**src/rtl/csdec_pkg.sv**
```systemverilog
package csdec_pkg;
  localparam logic [1:0] MODE_NORM_DMA = 2'b00;
  localparam logic [1:0] MODE_EXT_IRQ  = 2'b01;
  localparam logic [1:0] MODE_EXT_DMA  = 2'b10;
  localparam int unsigned HOST_AW = 20;
  localparam int unsigned IO_AW   = 16;
endpackage

```
**src/rtl/csdec_window.sv**
```systemverilog
module csdec_window #(
  parameter int unsigned AW = 16
) (
  input  logic [AW-1:0] addr,
  input  logic [AW-1:0] base,
  input  logic [AW-1:0] len,
  output logic          hit
);
  logic [AW:0] win_end;
  always_comb begin
    win_end = {1'b0, base} + {1'b0, len};
    hit = (base != '0) && (addr >= base) && ({1'b0, addr} < win_end);
  end
endmodule

```
**src/rtl/csdec_slot.sv**
```systemverilog
module csdec_slot #(
  parameter int unsigned AW = 16
) (
  input  logic          clk,
  input  logic          rst,
  input  logic [AW-1:0] addr,
  input  logic [AW-1:0] base,
  input  logic [AW-1:0] len,
  input  logic          qual,
  input  logic          cmd_act,
  input  logic          enable,
  output logic          cs_n
);
  logic hit;
  logic fire;

  csdec_window #(.AW(AW)) u_win (
    .addr(addr), .base(base), .len(len), .hit(hit)
  );

  always_comb fire = enable && hit && (!qual || cmd_act);

  always_ff @(posedge clk) begin
    if (rst) cs_n <= 1'b1;
    else     cs_n <= !fire;
  end
endmodule

```
**src/rtl/csdec_top.sv**
```systemverilog
module csdec_top
  import csdec_pkg::*;
#(
  parameter int unsigned N_IO  = 4,
  parameter int unsigned N_MEM = 2,
  parameter int unsigned AW    = HOST_AW,
  parameter int unsigned IOW   = IO_AW
) (
  input  logic                 clk,
  input  logic                 rst,
  input  logic [AW-1:0]        host_addr,
  input  logic                 aen,
  input  logic                 ior_n,
  input  logic                 iow_n,
  input  logic                 memr_n,
  input  logic                 memw_n,
  input  logic [1:0]           mode,
  input  logic [1:0]           dev_active,
  input  logic [N_IO*IOW-1:0]  io_base,
  input  logic [N_IO*IOW-1:0]  io_len,
  input  logic [N_IO-1:0]      io_qual,
  input  logic [N_MEM*AW-1:0]  mem_base,
  input  logic [N_MEM*AW-1:0]  mem_len,
  input  logic [N_MEM-1:0]     mem_qual,
  output logic [N_IO-1:0]      io_cs_n,
  output logic [N_MEM-1:0]     mem_cs_n
);
  localparam int unsigned BASE_IO = 2;

  logic io_cmd;
  logic mem_cmd;
  logic ext_mode;

  always_comb begin
    io_cmd   = !ior_n || !iow_n;
    mem_cmd  = !memr_n || !memw_n;
    ext_mode = (mode == MODE_EXT_IRQ);
  end

  for (genvar i = 0; i < N_IO; i++) begin : g_io
    logic en;
    if (i < BASE_IO) begin : g_base
      always_comb en = dev_active[i % 2] && !aen;
    end else begin : g_ext
      always_comb en = dev_active[i % 2] && !aen && ext_mode;
    end
    csdec_slot #(.AW(IOW)) u_slot (
      .clk(clk), .rst(rst),
      .addr(host_addr[IOW-1:0]),
      .base(io_base[i*IOW +: IOW]),
      .len(io_len[i*IOW +: IOW]),
      .qual(io_qual[i]),
      .cmd_act(io_cmd),
      .enable(en),
      .cs_n(io_cs_n[i])
    );
  end

  for (genvar j = 0; j < N_MEM; j++) begin : g_mem
    csdec_slot #(.AW(AW)) u_slot (
      .clk(clk), .rst(rst),
      .addr(host_addr),
      .base(mem_base[j*AW +: AW]),
      .len(mem_len[j*AW +: AW]),
      .qual(mem_qual[j]),
      .cmd_act(mem_cmd),
      .enable(dev_active[j % 2]),
      .cs_n(mem_cs_n[j])
    );
  end
endmodule

```
**config.mk**
```make
export PLATFORM = sky130hd
export DESIGN_NAME = csdec_top
export DESIGN_NICKNAME = d
export VERILOG_FILES = /design/src/rtl/csdec_pkg.sv /design/src/rtl/csdec_window.sv /design/src/rtl/csdec_slot.sv /design/src/rtl/csdec_top.sv
export SDC_FILE = /design/constraint.sdc
export NUM_CORES = 1
export LEC_CHECK = 0
export ABC_AREA = 1
export BUFFER_PORTS_ARGS = -buffer_cell sky130_fd_sc_hd__clkbuf_2
export CORE_MARGIN = 4
export CORE_UTILIZATION = 45
export DETAILED_ROUTE_END_ITERATION = 12
export PLACE_DENSITY_LB_ADDON = 0.25
export SLEW_MARGIN = 20
export SYNTH_ARGS = -nofsm -noshare
export SYNTH_HDL_FRONTEND = slang
export SYNTH_SLANG_ARGS = --single-unit
export TNS_END_PERCENT = 10
```
**constraint.sdc**
```tcl
create_clock -name clk -period 7.1 [get_ports clk]
set_input_delay 0.71 -clock clk [delete_from_list [all_inputs] [get_ports clk]]
set_output_delay 0.71 -clock clk [all_outputs]
set_load 0.1 [all_outputs]
```
* Word-level counts from Yosys, hierarchy flattened
Index checks and enable logic that the tools add are counted.
** Word-level totals
- Register bits :: 6
- Input port bits :: 245
- Output and inout bits :: 6
- Word-level logic and storage cells :: 84
** Cells by class
- $add $sub $neg :: 6
- $lt $le $gt $ge :: 12
- Equal/unequal tests :: 1
- Reductions and logical operators :: 59
** Operators by type and width (count)
- 16-bit by 16-bit adder with 17-bit output :: 4
- 16-bit by 17-bit < comparator with 1-bit output :: 4
- 16-bit >= comparator :: 4
- 16-bit nonzero test :: 4
- 20-bit by 20-bit adder with 21-bit output :: 2
- 20-bit by 21-bit < comparator with 1-bit output :: 2
- 20-bit >= comparator :: 2
- 20-bit nonzero test :: 2
- 1-bit logical AND :: 28
- 1-bit zero test :: 17
- 1-bit logical OR :: 8
- 2-bit by 1-bit == test with 1-bit output, second input constant :: 1

* Depth between registers and ports, before layout
- Depth in word-level cells :: 6
- Gate-level depth with buffers :: 20
- Mapped depth without buffers :: 20

* Hierarchy
A second synthesis with hierarchy kept.
** Unflattened totals
- Cell total of the unflattened synthesis :: 1873
- Area, all modules :: 11307.1 um^2
** By module, submodules not included
- csdec_window (g_mem[0].u_slot.u_win ...) :: times used 2, cells each 392, area an instance 2259.7 um^2, seq. area each 0.0 um^2
- csdec_window (g_io[0].u_slot.u_win ...) :: times used 2, cells each 258, area an instance 1617.8 um^2, seq. area each 0.0 um^2
- csdec_window (g_io[3].u_slot.u_win) :: times used 1, cells each 265, area an instance 1639.1 um^2, seq. area each 0.0 um^2
- csdec_window (g_io[1].u_slot.u_win) :: times used 1, cells each 261, area an instance 1636.6 um^2, seq. area each 0.0 um^2
- csdec_slot :: times used 6, cells each 6, area an instance 38.8 um^2, seq. area each 20.0 um^2
- csdec_top :: times used 1, cells each 11, area an instance 43.8 um^2, seq. area each 0.0 um^2

* Worst setup path after synthesis
No wires, ideal clock.
- Kind :: input -> register
- Start point :: in mem_base[0]
- End point :: reg g_mem[0].u_slot.cs_n
- Library setup time :: 0.113 ns
- Arrival time :: 2.897 ns
- Required time :: 6.987 ns
- Path slack :: 4.090 ns
- Stages :: 16
- Path through :: ha_1 inv_1 fa_1 nand3b_1 nand2_1 a21boi_2 o21ai_1 a21oi_1 xor2_1 ha_1 a21oi_1 nor2_1 a211oi_1 nand2_1 nand2_1 nand2_1
** On the way
- Longest elaborated chain between the ends :: 6
- Elaborated cells between the ends (all ways) :: 9
** Ends and longest elaborated chain
- from (decl) :: RTL line csdec_top.sv:22 : input logic [N_MEM*AW-1:0] mem_base,
- 20-bit by 20-bit adder with 21-bit output (tied with other cells) :: RTL line csdec_window.sv:11 : win_end = {1'b0, base} + {1'b0, len};
- 20-bit by 21-bit < comparator with 1-bit output / 1-bit logical AND (equally long branches) :: RTL line csdec_window.sv:12 : hit = (base != '0) && (addr >= base) && ({1'b0, addr} < win_end);
- 1-bit logical AND (*) :: RTL line csdec_window.sv:12
- 1-bit logical AND (*) (2 in a row) :: RTL line csdec_slot.sv:21 : always_comb fire = enable && hit && (!qual || cmd_act);
- 1-bit zero test (*) :: RTL line csdec_slot.sv:25 : else cs_n <= !fire;
- to (signal assigned) :: RTL line csdec_slot.sv:25
- to (decl) :: RTL line csdec_slot.sv:12 : output logic cs_n
Every way passes the cells marked *; elsewhere a longest branch is shown, timed or not.
A chain may end at the register's enable or synchronous reset.

* Worst setup path in the final report
- Start point :: in mem_base[20]
- End point :: reg g_mem[1].u_slot.cs_n
** On the way
- Longest elaborated chain between the ends :: 6
- Elaborated cells between the ends (all ways) :: 9
** Ends and longest elaborated chain (RTL line)
- 20-bit by 20-bit adder with 21-bit output (tied with other cells) :: csdec_window.sv:11
- 20-bit by 21-bit < comparator with 1-bit output / 1-bit logical AND (equally long branches) :: csdec_window.sv:12
- 1-bit logical AND (*) :: csdec_window.sv:12
- 1-bit logical AND (*) (2 in a row) :: csdec_slot.sv:21
- 1-bit zero test (*) :: csdec_slot.sv:25
- to (signal assigned) :: csdec_slot.sv:25
- to (decl) :: csdec_slot.sv:12
Marked as above.

==> results.toml <==
[sta]
max_freq_mhz = 317
rsz0062_at_grt = "no"
worst_pin_slew_ns = 0.749
fin_setup_tns_ns = 0
relSlewSlack = 0.500
setup_violations = 0
hold_ws_ns = 0.878
fin_crit_ns = 3.15
maxSlewViolCount = 0
final-hold-violation-count = 0
fin_crit_sh = 0.444

[synthesis]
avgSynthCellArea_um2 = 6.55
synth_top_area_share = 0.369
yosysSeqAreaShare = 0.0116
async_flop_share = 0
yosys-top-cells-area = "ha_1, nand2_1, a21oi_1"
synth_edf_count = 0
synth_top_cell_by_area = "ha_1"
synth.distinct_cells = 44
ys_seq_elements = 6
syn_nets = 2139
synth_ff_type = "dfxtp_1"
synth_area_um2 = 10400
synth_warnings = 0
synthCells = 1582

[cts]
cts_made_buffers = 3
cts_num_sinks = 6
clockBufferDepth = 2
htree_levels = 1
post_cts_resized = 0
cts_tree = "yes"
post_cts_buffers = 0
clockRootBuffer = "clkbuf_16"
hold_buffers = 0
clk_pin_slew_ns = 0.04

[critical_path]
crit_required_ns = 7.22
critPathLaunchType = "input pin"
crit_arrival_ns = 3.28
setup.worst_path.end_class = "flip-flop"
crit_fanout = 5
criticalPathCategory = "in -> reg"

[detailed_routing]
wirelength_um = 33900
routed-via-count = 11429
drtIter0Drc = 528
route.detailed.drc = 0
ant_nets = 0
dr.pass1.iters = 5
wl_per_cell_um = 16.0
via_per_inst = 5.40

[finish]
drive_gt1_frac = 0.160
nets = 2388
post-route-util = 0.531
design_area_um2 = 12000
area_delta_synth_final_pct = 15.9
final_common_cell = "nand2_1"
final_cell_mix = "nand2_1, ha_1, clkbuf_2"

[power_and_ir_drop]
power_density_nw_per_um2 = 98.7
power_leakage_nw = 6.87
peakVddDrop_mv = 0.0547

[worst_hold_path]
hold_class = "in -> reg"

[run_status]
outcome = "completed"

[floorplan]
pin_count = 251
die_y_um = 160
initial_core_util = 0.458
placementRows = 55
die-area_um2 = 25500
coreArea_um2 = 22600
die_x_um = 160

[job]
maxCapViolCount = 0

[global_route]
grt_use_met3 = 0.0356
first_global_vias = 10990
antenna_found_initial = 4
met1_usage = 0.350
top_usage_layer = "met2"
gr-usage-met2 = 0.410
grt_pass1_wl_um = 54100
grt.overflow.total = 0
grt_max_degree = 13
track_usage = 0.253

[place]
placed_area_um2 = 11900
routabilityCongestion = 0.990
dp_hpwl_um = 29200
portBuffers = 250
## kinds of logic after synthesis
kind of cell	Yosys count	synth area share
AND/OR/NAND/NOR	593	0.252
AO/OA/AOI/OAI	334	0.188
adder cells (fa/ha/maj)	312	0.381
buffers and inverters	247	0.0916
XOR/XNOR	90	0.0760
flip-flops	6	0.0116
## power breakdown
part           total (W)  switching [W]  internal (W)  leakage, nW
clock          0.0000979      0.0000250     0.0000729       0.0370
combinational    0.00105       0.000624      0.000428         6.78
sequential     0.0000357    0.000000597     0.0000351       0.0489
total            0.00119       0.000650      0.000536         6.87
## flip-flops by register name, indices dropped and copies added (netlist names)
signal / flops
g_io.u_slot.cs_n: 4
g_mem.u_slot.cs_n: 2
## worst max-delay path: stages
cell	delay, ns
clkbuf_2	0.16
ha_1	0.23
inv_1	0.08
fa_1	0.44
o21ai_4	0.26
a21oi_2	0.11
o21ai_2	0.16
a31oi_1	0.11
xor2_1	0.16
ha_1	0.29
a21oi_1	0.14
nor2_1	0.05
a211oi_1	0.17
nand2_1	0.09
nand2_1	0.06
nand2_1	0.05
## metrics by stage
step	setup WS (ns)	std cells	power, W
floorplan	4.09	1582	0.000777
global placement	3.77	2111	0.00105
detailed placement	3.74	2111	0.00108
CTS	3.97	2114	0.00118
global route	3.69	2117	0.00135
finish	3.95	2117	0.00119
## synth_stat cells, drive strengths merged, types with 2 or more instances
library cell	instances
a211oi	8
a21boi	4
a21o	13
a21oi	201
a31oi	9
and3	2
buf	6
dfxtp	6
fa	6
ha	306
inv	241
nand2	316
nand3	76
nand4	50
nor2	92
nor3	25
nor4	28
o211ai	10
o21a	4
o21ai	59
o21bai	17
o31ai	6
xnor2	48
xor2	42
## layout make-up
| cell class | count | area (um^2) |
|---|---|---|
| inverters | 241 | 905 |
| fillers | 2330 | 10600 |
| repair buffers | 250 | 1250 |
| flip-flops and latches | 6 | 120 |
| well taps | 285 | 357 |
| clock buffers | 3 | 75.1 |
| diodes | 3 | 7.51 |
| multi-input cells | 1329 | 9300 |
## per-layer routing
metal,share of wire,vias up
li1,-,5999
met1,0.48,5053
met2,0.43,329
met3,0.065,46
met4,0.027,2
met5,0.00035,-
## path summary, 6_finish.rpt
| check | slack (ns) | start | end | cells after the start |
|---|---|---|---|---|
| worst min-delay path | 0.88 | dev_active[1] | g_mem[1].u_slot.cs_n | 6 |
| worst max-delay path | 3.95 | mem_base[20] | g_mem[1].u_slot.cs_n | 16 |
(Power assumes the default switching activity.)
